==> config.mk <==
export PLATFORM = sky130hd
export DESIGN_NAME = addr_match_filter
export DESIGN_NICKNAME = d
export VERILOG_FILES = /design/src/rtl/afm_pkg.sv /design/src/rtl/afm_cam_loader.sv /design/src/rtl/afm_cam_store.sv /design/src/rtl/afm_decide.sv /design/src/rtl/addr_match_filter.sv
export SDC_FILE = /design/constraint.sdc
export NUM_CORES = 2
export LEC_CHECK = 0
export BUFFER_PORTS_ARGS = -buffer_cell sky130_fd_sc_hd__buf_2
export CELL_PAD_IN_SITES_DETAIL_PLACEMENT = 1
export CELL_PAD_IN_SITES_GLOBAL_PLACEMENT = 2
export CORE_ASPECT_RATIO = 1.1
export CORE_UTILIZATION = 50
export CTS_BUF_LIST = sky130_fd_sc_hd__clkbuf_8
export DETAILED_ROUTE_END_ITERATION = 12
export HOLD_SLACK_MARGIN = 0.03
export PLACE_DENSITY = 0.95
export SLEW_MARGIN = 0
export SYNTH_ARGS = -nofsm -noshare
export SYNTH_HDL_FRONTEND = slang
export SYNTH_HIERARCHICAL = 1
export SYNTH_SLANG_ARGS = --single-unit
==> constraint.sdc <==
create_clock -name clk -period 12.9 [get_ports clk]
set_clock_uncertainty 0.15 [all_clocks]
set_input_delay 0 -clock clk [delete_from_list [all_inputs] [get_ports clk]]
set_output_delay 0 -clock clk [all_outputs]
set_load 0.05 [all_outputs]
==> src/rtl/afm_pkg.sv <==
package afm_pkg;

    localparam int unsigned WORD_W = 16;
    localparam int unsigned DA_W   = 48;

    // host register addresses
    localparam logic [3:0] RA_CMD   = 4'd0;
    localparam logic [3:0] RA_MODE  = 4'd1;
    localparam logic [3:0] RA_STAT  = 4'd2;
    localparam logic [3:0] RA_DPTR  = 4'd3;
    localparam logic [3:0] RA_DCNT  = 4'd4;
    localparam logic [3:0] RA_ESEL  = 4'd5;
    localparam logic [3:0] RA_RB0   = 4'd6;
    localparam logic [3:0] RA_RB1   = 4'd7;
    localparam logic [3:0] RA_RB2   = 4'd8;
    localparam logic [3:0] RA_EMASK = 4'd9;

    localparam int unsigned CMD_LOAD_BIT  = 9;
    localparam int unsigned CMD_RMODE_BIT = 7;
    localparam int unsigned STAT_DONE_BIT = 12;

    typedef struct packed {
        logic bcast;   // bit 2
        logic allmc;   // bit 1
        logic prom;    // bit 0
    } mode_t;

    typedef struct packed {
        logic accept;
        logic mcast;
        logic bcast;
    } verdict_t;

    typedef enum logic [1:0] {
        LD_IDLE,
        LD_CHECK,
        LD_REQ,
        LD_WAIT
    } ld_state_e;

    // fixed-priority accept decision
    function automatic verdict_t judge(mode_t m, logic [DA_W-1:0] addr, logic hit);
        verdict_t v;
        v = '0;
        if (m.prom && !addr[0]) begin
            v.accept = 1'b1;
        end else if (m.allmc && addr[0]) begin
            v.accept = 1'b1;
            v.mcast  = 1'b1;
        end else if (m.bcast && (&addr)) begin
            v.accept = 1'b1;
            v.bcast  = 1'b1;
        end else if (hit) begin
            v.accept = 1'b1;
        end
        return v;
    endfunction

endpackage

==> src/rtl/afm_cam_loader.sv <==
module afm_cam_loader
    import afm_pkg::*;
#(
    parameter int unsigned MEM_AW = 16,
    parameter int unsigned CNT_W  = 5,
    parameter int unsigned IDX_W  = 4
) (
    input  logic                clk,
    input  logic                rst,
    input  logic                start,
    input  logic                ptr_we,
    input  logic                cnt_we,
    input  logic [WORD_W-1:0]   wdata,
    output logic                busy,
    output logic                done_pulse,
    output logic [MEM_AW-1:0]   ptr_q,
    output logic [CNT_W-1:0]    cnt_q,
    output logic                mem_rd_en,
    output logic [MEM_AW-1:0]   mem_addr,
    input  logic                mem_rvalid,
    input  logic [WORD_W-1:0]   mem_rdata,
    output logic                ent_we,
    output logic [IDX_W-1:0]    ent_idx,
    output logic [DA_W-1:0]     ent_data,
    output logic                mask_we,
    output logic [WORD_W-1:0]   mask_data
);

    localparam int unsigned DESC_WORDS = 4;

    ld_state_e          state_q;
    logic [1:0]         widx_q;
    logic [IDX_W-1:0]   idx_q;
    logic [WORD_W-1:0]  w_lo_q;
    logic [WORD_W-1:0]  w_mid_q;
    logic               word_in;

    assign busy      = (state_q != LD_IDLE);
    assign mem_rd_en = (state_q == LD_REQ);
    assign mem_addr  = ptr_q + MEM_AW'(widx_q);
    assign word_in   = (state_q == LD_WAIT) && mem_rvalid;

    assign ent_we     = word_in && (widx_q == 2'd3);
    assign ent_idx    = idx_q;
    assign ent_data   = {mem_rdata, w_mid_q, w_lo_q};
    assign mask_we    = word_in && (widx_q == 2'd0);
    assign mask_data  = mem_rdata;
    assign done_pulse = mask_we;

    always_ff @(posedge clk) begin
        if (rst) begin
            state_q <= LD_IDLE;
            widx_q  <= '0;
            idx_q   <= '0;
            w_lo_q  <= '0;
            w_mid_q <= '0;
            ptr_q   <= '0;
            cnt_q   <= '0;
        end else begin
            case (state_q)
                LD_IDLE: begin
                    if (ptr_we) ptr_q <= MEM_AW'(wdata);
                    if (cnt_we) cnt_q <= wdata[CNT_W-1:0];
                    if (start) begin
                        idx_q   <= '0;
                        state_q <= LD_CHECK;
                    end
                end
                LD_CHECK: begin
                    widx_q  <= (cnt_q != '0) ? 2'd1 : 2'd0;
                    state_q <= LD_REQ;
                end
                LD_REQ: begin
                    state_q <= LD_WAIT;
                end
                LD_WAIT: begin
                    if (mem_rvalid) begin
                        case (widx_q)
                            2'd0: state_q <= LD_IDLE;
                            2'd1: begin
                                w_lo_q  <= mem_rdata;
                                widx_q  <= 2'd2;
                                state_q <= LD_REQ;
                            end
                            2'd2: begin
                                w_mid_q <= mem_rdata;
                                widx_q  <= 2'd3;
                                state_q <= LD_REQ;
                            end
                            default: begin
                                idx_q   <= idx_q + 1'b1;
                                cnt_q   <= cnt_q - 1'b1;
                                ptr_q   <= ptr_q + MEM_AW'(DESC_WORDS);
                                state_q <= LD_CHECK;
                            end
                        endcase
                    end
                end
                default: state_q <= LD_IDLE;
            endcase
        end
    end

endmodule

==> src/rtl/afm_cam_store.sv <==
module afm_cam_store
    import afm_pkg::*;
#(
    parameter int unsigned NUM_ENT = 16,
    parameter int unsigned IDX_W   = 4
) (
    input  logic                clk,
    input  logic                rst,
    input  logic                ent_we,
    input  logic [IDX_W-1:0]    ent_idx,
    input  logic [DA_W-1:0]     ent_data,
    input  logic                mask_we,
    input  logic [NUM_ENT-1:0]  mask_data,
    output logic [NUM_ENT-1:0]  mask_q,
    input  logic [IDX_W-1:0]    rd_idx,
    output logic [DA_W-1:0]     rd_entry,
    input  logic [DA_W-1:0]     da,
    output logic                hit_any
);

    logic [DA_W-1:0]    entry_q [NUM_ENT];
    logic [NUM_ENT-1:0] hit_vec;

    for (genvar g = 0; g < NUM_ENT; g++) begin : g_ent
        always_ff @(posedge clk) begin
            if (rst) begin
                entry_q[g] <= '0;
            end else if (ent_we && (ent_idx == IDX_W'(g))) begin
                entry_q[g] <= ent_data;
            end
        end
        assign hit_vec[g] = mask_q[g] && (entry_q[g] == da);
    end

    always_ff @(posedge clk) begin
        if (rst) begin
            mask_q <= '0;
        end else if (mask_we) begin
            mask_q <= mask_data;
        end
    end

    assign hit_any  = |hit_vec;
    assign rd_entry = entry_q[rd_idx];

endmodule

==> src/rtl/afm_decide.sv <==
module afm_decide
    import afm_pkg::*;
(
    input  logic            clk,
    input  logic            rst,
    input  logic            da_valid,
    input  logic [DA_W-1:0] da,
    input  mode_t           mode,
    input  logic            hit_any,
    output logic            res_valid,
    output verdict_t        verdict
);

    always_ff @(posedge clk) begin
        if (rst) begin
            res_valid <= 1'b0;
            verdict   <= '0;
        end else begin
            res_valid <= da_valid;
            verdict   <= da_valid ? judge(mode, da, hit_any) : '0;
        end
    end

endmodule

==> src/rtl/addr_match_filter.sv <==
module addr_match_filter
    import afm_pkg::*;
#(
    parameter int unsigned NUM_ENT = 16,
    parameter int unsigned MEM_AW  = 16,
    parameter int unsigned CNT_W   = 5
) (
    input  logic               clk,
    input  logic               rst,
    input  logic               host_wr_en,
    input  logic [3:0]         host_addr,
    input  logic [15:0]        host_wdata,
    output logic [15:0]        host_rdata,
    output logic               mem_rd_en,
    output logic [MEM_AW-1:0]  mem_addr,
    input  logic               mem_rvalid,
    input  logic [15:0]        mem_rdata,
    input  logic               da_valid,
    input  logic [47:0]        da,
    output logic               res_valid,
    output logic               res_accept,
    output logic               res_mcast,
    output logic               res_bcast
);

    localparam int unsigned IDX_W = $clog2(NUM_ENT);

    mode_t               mode_q;
    logic                rmode_q;
    logic                done_q;
    logic [IDX_W-1:0]    esel_q;

    logic                ld_busy;
    logic                ld_done;
    logic [MEM_AW-1:0]   dptr;
    logic [CNT_W-1:0]    dcnt;
    logic                ent_we;
    logic [IDX_W-1:0]    ent_idx;
    logic [DA_W-1:0]     ent_data;
    logic                mask_we;
    logic [WORD_W-1:0]   mask_word;
    logic [NUM_ENT-1:0]  mask_q;
    logic [DA_W-1:0]     rd_entry;
    logic                hit_any;
    verdict_t            verdict;

    logic wr_cmd, wr_mode, wr_stat, wr_dptr, wr_dcnt, wr_esel;

    assign wr_cmd  = host_wr_en && (host_addr == RA_CMD);
    assign wr_mode = host_wr_en && (host_addr == RA_MODE);
    assign wr_stat = host_wr_en && (host_addr == RA_STAT);
    assign wr_dptr = host_wr_en && (host_addr == RA_DPTR);
    assign wr_dcnt = host_wr_en && (host_addr == RA_DCNT);
    assign wr_esel = host_wr_en && (host_addr == RA_ESEL);

    always_ff @(posedge clk) begin
        if (rst) begin
            mode_q  <= '0;
            rmode_q <= 1'b1;
            done_q  <= 1'b0;
            esel_q  <= '0;
        end else begin
            if (wr_mode) mode_q  <= mode_t'(host_wdata[2:0]);
            if (wr_cmd)  rmode_q <= host_wdata[CMD_RMODE_BIT];
            if (wr_esel) esel_q  <= host_wdata[IDX_W-1:0];
            if (ld_done) begin
                done_q <= 1'b1;
            end else if (wr_stat && host_wdata[STAT_DONE_BIT]) begin
                done_q <= 1'b0;
            end
        end
    end

    afm_cam_loader #(
        .MEM_AW (MEM_AW),
        .CNT_W  (CNT_W),
        .IDX_W  (IDX_W)
    ) u_loader (
        .clk        (clk),
        .rst        (rst),
        .start      (wr_cmd && host_wdata[CMD_LOAD_BIT]),
        .ptr_we     (wr_dptr),
        .cnt_we     (wr_dcnt),
        .wdata      (host_wdata),
        .busy       (ld_busy),
        .done_pulse (ld_done),
        .ptr_q      (dptr),
        .cnt_q      (dcnt),
        .mem_rd_en  (mem_rd_en),
        .mem_addr   (mem_addr),
        .mem_rvalid (mem_rvalid),
        .mem_rdata  (mem_rdata),
        .ent_we     (ent_we),
        .ent_idx    (ent_idx),
        .ent_data   (ent_data),
        .mask_we    (mask_we),
        .mask_data  (mask_word)
    );

    afm_cam_store #(
        .NUM_ENT (NUM_ENT),
        .IDX_W   (IDX_W)
    ) u_store (
        .clk       (clk),
        .rst       (rst),
        .ent_we    (ent_we),
        .ent_idx   (ent_idx),
        .ent_data  (ent_data),
        .mask_we   (mask_we),
        .mask_data (mask_word[NUM_ENT-1:0]),
        .mask_q    (mask_q),
        .rd_idx    (esel_q),
        .rd_entry  (rd_entry),
        .da        (da),
        .hit_any   (hit_any)
    );

    afm_decide u_decide (
        .clk       (clk),
        .rst       (rst),
        .da_valid  (da_valid),
        .da        (da),
        .mode      (mode_q),
        .hit_any   (hit_any),
        .res_valid (res_valid),
        .verdict   (verdict)
    );

    assign res_accept = verdict.accept;
    assign res_mcast  = verdict.mcast;
    assign res_bcast  = verdict.bcast;

    always_comb begin
        host_rdata = '0;
        case (host_addr)
            RA_CMD: begin
                host_rdata[CMD_LOAD_BIT]  = ld_busy;
                host_rdata[CMD_RMODE_BIT] = rmode_q;
            end
            RA_MODE:  host_rdata[2:0] = mode_q;
            RA_STAT:  host_rdata[STAT_DONE_BIT] = done_q;
            RA_DPTR:  host_rdata = 16'(dptr);
            RA_DCNT:  host_rdata = 16'(dcnt);
            RA_ESEL:  host_rdata = 16'(esel_q);
            RA_RB0:   if (rmode_q) host_rdata = rd_entry[15:0];
            RA_RB1:   if (rmode_q) host_rdata = rd_entry[31:16];
            RA_RB2:   if (rmode_q) host_rdata = rd_entry[47:32];
            RA_EMASK: host_rdata = 16'(mask_q);
            default:  host_rdata = '0;
        endcase
    end

endmodule

==> flow_summary_export.csv <==
group,metric,value,unit
run_status,status,"finished, final reports clean",
cells_and_area,nFillCells,9639,
synthesis,syn_area,49100,um^2
cts,clkLatencyLatePin,0.90,ns
grt,grt_pass1_wl,327000,um
grt,grt_pass1_vias,36400,
setup_path,critPathLaunchType,"register",
power_and_ir_drop,p_clk_frac,0.382,
cts,clk_transition_reported_paths,0.06,ns
synthesis,synth_edf_count,768,
detailed_routing,vias,37900,
detailed_routing,drtIter0Drc,6716,
synthesis,netlist_instances,3874,
synthesis,synth_ff_type,"edfxtp_1",
timing,tightestPinTransition,1.31,ns
timing,max-slew-margin-rel,0.123,
placement,postPlaceCellArea,50300,um^2
setup_path,critPathCaptureType,"primary output",
setup_path,crit_required,12.75,ns
hold_path,hp-start,"mem_rdata[15]",
placement,dp_slack,7.91,ns
power_and_ir_drop,power,6.66,mW
timing,finalCritPeriodShare,0.471,
setup_path,critPathMaxFanout,43,
synthesis,synth-seq-area-share,0.506,
detailed_routing,drc,0,
synthesis,synth_cell_type_count,87,
timing,finalWorstSetupSlack,6.83,ns
synthesis,synth_common_cells,"780 x and2_1, 768 x edfxtp_1, 381 x xor2_1, 345 x xnor2_1, 169 x mux4_2",
cts,cts_tree,"yes",
timing,rsz0062_at_grt,"false",
cells_and_area,drive_gt1_frac,0.156,
detailed_routing,ant_nets,0,
floorplanning,start_util,0.505,
setup_path,arrival,5.92,ns
synthesis,syn-num-nets,3974,
power_and_ir_drop,p_leak,18.7,nW
grt,track_usage,0.499,
power_and_ir_drop,power_density,123,nW/um^2
cells_and_area,finalNetCount,4047,
cts,cts_sinks,858,
cts,htreeDepth,4,
detailed_routing,vias_per_cell,7.07,
synthesis,async_flop_share,0,
synthesis,netlist_top_cells_area,"edfxtp_1 47%, and2_1 9.9%, mux4_2 7.7%",
cells_and_area,area_growth_syn_to_layout,10.0,%
synthesis,synth_top_area_cell,"edfxtp_1",
cells_and_area,fin_area,54100,um^2
timing,final.min_clock_period,6.07,ns
cts,root_buffer,"clkbuf_8",
synthesis,syn_avg_cell_area,12.7,um^2
detailed_routing,postRouteWirelength,248000,um
floorplanning,num_rows,120,
grt,gr-total-overflow,0,
floorplanning,die_area,99500,um^2
timing,setup_viol,0,
setup_path,r2r_start,"u_store/entry_q[12][0]",
cts,cts_max_path_buffers,3,
synthesis,yosysMostFrequentCell,"and2_1",
synthesis,synth_warnings,6,
timing,hold_viol_final,0,
detailed_routing,first_pass_iters,5,
timing,max_freq,165,MHz
power_and_ir_drop,netSwitchingFraction,0.298,
setup_path,critical_path_class,"register to primary output",
detailed_routing,wl_per_cell,46.2,um
grt,antenna_found_initial,32,
power_and_ir_drop,p_comb_frac,0.125,
floorplanning,die_w,301,um
floorplanning,die_h,331,um
cts,cts-resized-gates,0,
power_and_ir_drop,ir_drop,0.106,mV
timing,timing.final.max_slew_violations,0,
hold_path,hp-class,"input port to register",
synthesis,post-synth-top-area-fraction,0.469,
floorplanning,io_pins,126,
setup_path,startpoint,"esel_q[1]",
synthesis,synth_seq_cells,858,
job,cap_violations,0,
power_and_ir_drop,seq_power_share,0.493,
cells_and_area,final_util,0.556,
placement,dp_hpwl,174000,um
power_and_ir_drop,p_int,4.67,mW
power_and_ir_drop,power.switching,1.99,mW
timing,finalSetupTns,0,ns
floorplanning,core_area,97300,um^2
placement,numPortBuffers,125,
placement,routabilityCongestion,1.13,
cts,numCtsBuffers,153,
grt,grt_max_degree,79,
[power groups by stage]
stage,clock network (mW),registers (mW),logic [mW]
after floorplan,0,3.26,0.394
after CTS,2.54,3.27,0.776
final,2.54,3.28,0.835
after global routing,2.63,3.28,0.811
after global placement,0,3.32,0.751
after detailed placement,0,3.32,0.755
[stage by stage]
stage          instances  hold slack [ns]
2_1_floorplan       3874          -0.0207
3_3_place_gp        4992            0.127
3_5_place_dp        4992            0.145
4_1_cts             5347           0.0363
5_1_grt             5350            0.122
6_report            5361           0.0872
[layout make-up]
| cell class | count | area (um^2) | share of cell area |
|---|---|---|---|
| Timing Repair Buffer | 280 | 2010 | 0.0372 |
| Clock inverter | 102 | 513 | 0.00949 |
| Tap cell | 1281 | 1600 | 0.0297 |
| Inverter | 61 | 229 | 0.00424 |
| Clock buffer | 174 | 2390 | 0.0443 |
| Sequential cell | 858 | 24900 | 0.460 |
| Antenna cell | 12 | 30.0 | 0.000556 |
| Multi-Input combinational cell | 2593 | 22400 | 0.414 |
[cells by family after synthesis]
logic type	synth area share
adder cells (fa/ha/maj)	0.00295
buffers and inverters	0.0441
multiplexers	0.123
flip-flops	0.506
AO/OA/AOI/OAI	0.0327
XOR/XNOR	0.129
AND/OR/NAND/NOR	0.162
[state kept, by name (all words and copies together), names as in the netlist]
signal              flops
u_store/entry_q       768
u_loader/ptr_q         16
u_loader/w_lo_q        16
u_loader/w_mid_q       16
u_store/mask_q         16
u_loader/cnt_q          5
esel_q                  4
u_loader/ent_idx        4
mode_q                  3
u_decide/verdict        3
u_loader/state_q        2
u_loader/widx_q         2
done_q                  1
rmode_q                 1
u_decide/res_valid      1
[metal layers]
layer / share of wire / vias up / routed length (um) / global-route usage
met5: 0.00034 / - / 83 / 0
met3: 0.13 / 934 / 31900 / 0.154
li1: - / 14200 / - / -
met4: 0.12 / 12 / 29500 / 0.485
met1: 0.33 / 19300 / 81200 / 0.587
met2: 0.42 / 3551 / 105000 / 0.720
[cell usage in the layout (no fill, tap or decap), types with 12 or more instances in the layout]
master and count:
clkbuf_8 174, clkinv_2 13, nor2_1 55, nor3_1 37, xnor2_1 343, nor4_1 115
inv_1 116, o21ai_0 31, clkinv_1 23, buf_2 124, mux2i_1 36, nand2_1 105
nand3_1 41, edfxtp_1 768, a22oi_1 24, a21oi_1 61, o21bai_4 12, mux4_2 169
dlygate4sd3_1 79, mux4_1 62, o22ai_1 21, and2_1 780, xor2_1 379, dfxtp_1 86
nand4_1 123, diode_2 12, buf_4 75
[critical path, stage by stage, from the launching register on]
cell	delay, ns
dfxtp_4	0.72
buf_4	0.58
buf_4	0.69
buf_4	0.71
mux4_4	0.55
mux4_2	0.47
mux2i_1	0.25
nor2_1	0.12
a21oi_1	0.39
o22ai_1	0.20
buf_2	0.26
[timing repair]
item	CTS	global route
setup endpoints to repair	0	0
buffers inserted	0	0
endpoints found under the hold margin	365	0
hold buffers	79	0
[final timing paths]
| kind | slack [ns] | depth (start not counted) | endpoint |
|---|---|---|---|
| max reg2reg | 8.54 | 8 | u_decide/verdict[2] |
| min | 0.09 | 4 | u_loader/w_lo_q[15] |
| min reg2reg | 0.35 | 2 | done_q |
| max | 6.83 | 10 | host_rdata[10] |
Note: power is estimated with default switching activity, not from simulation.
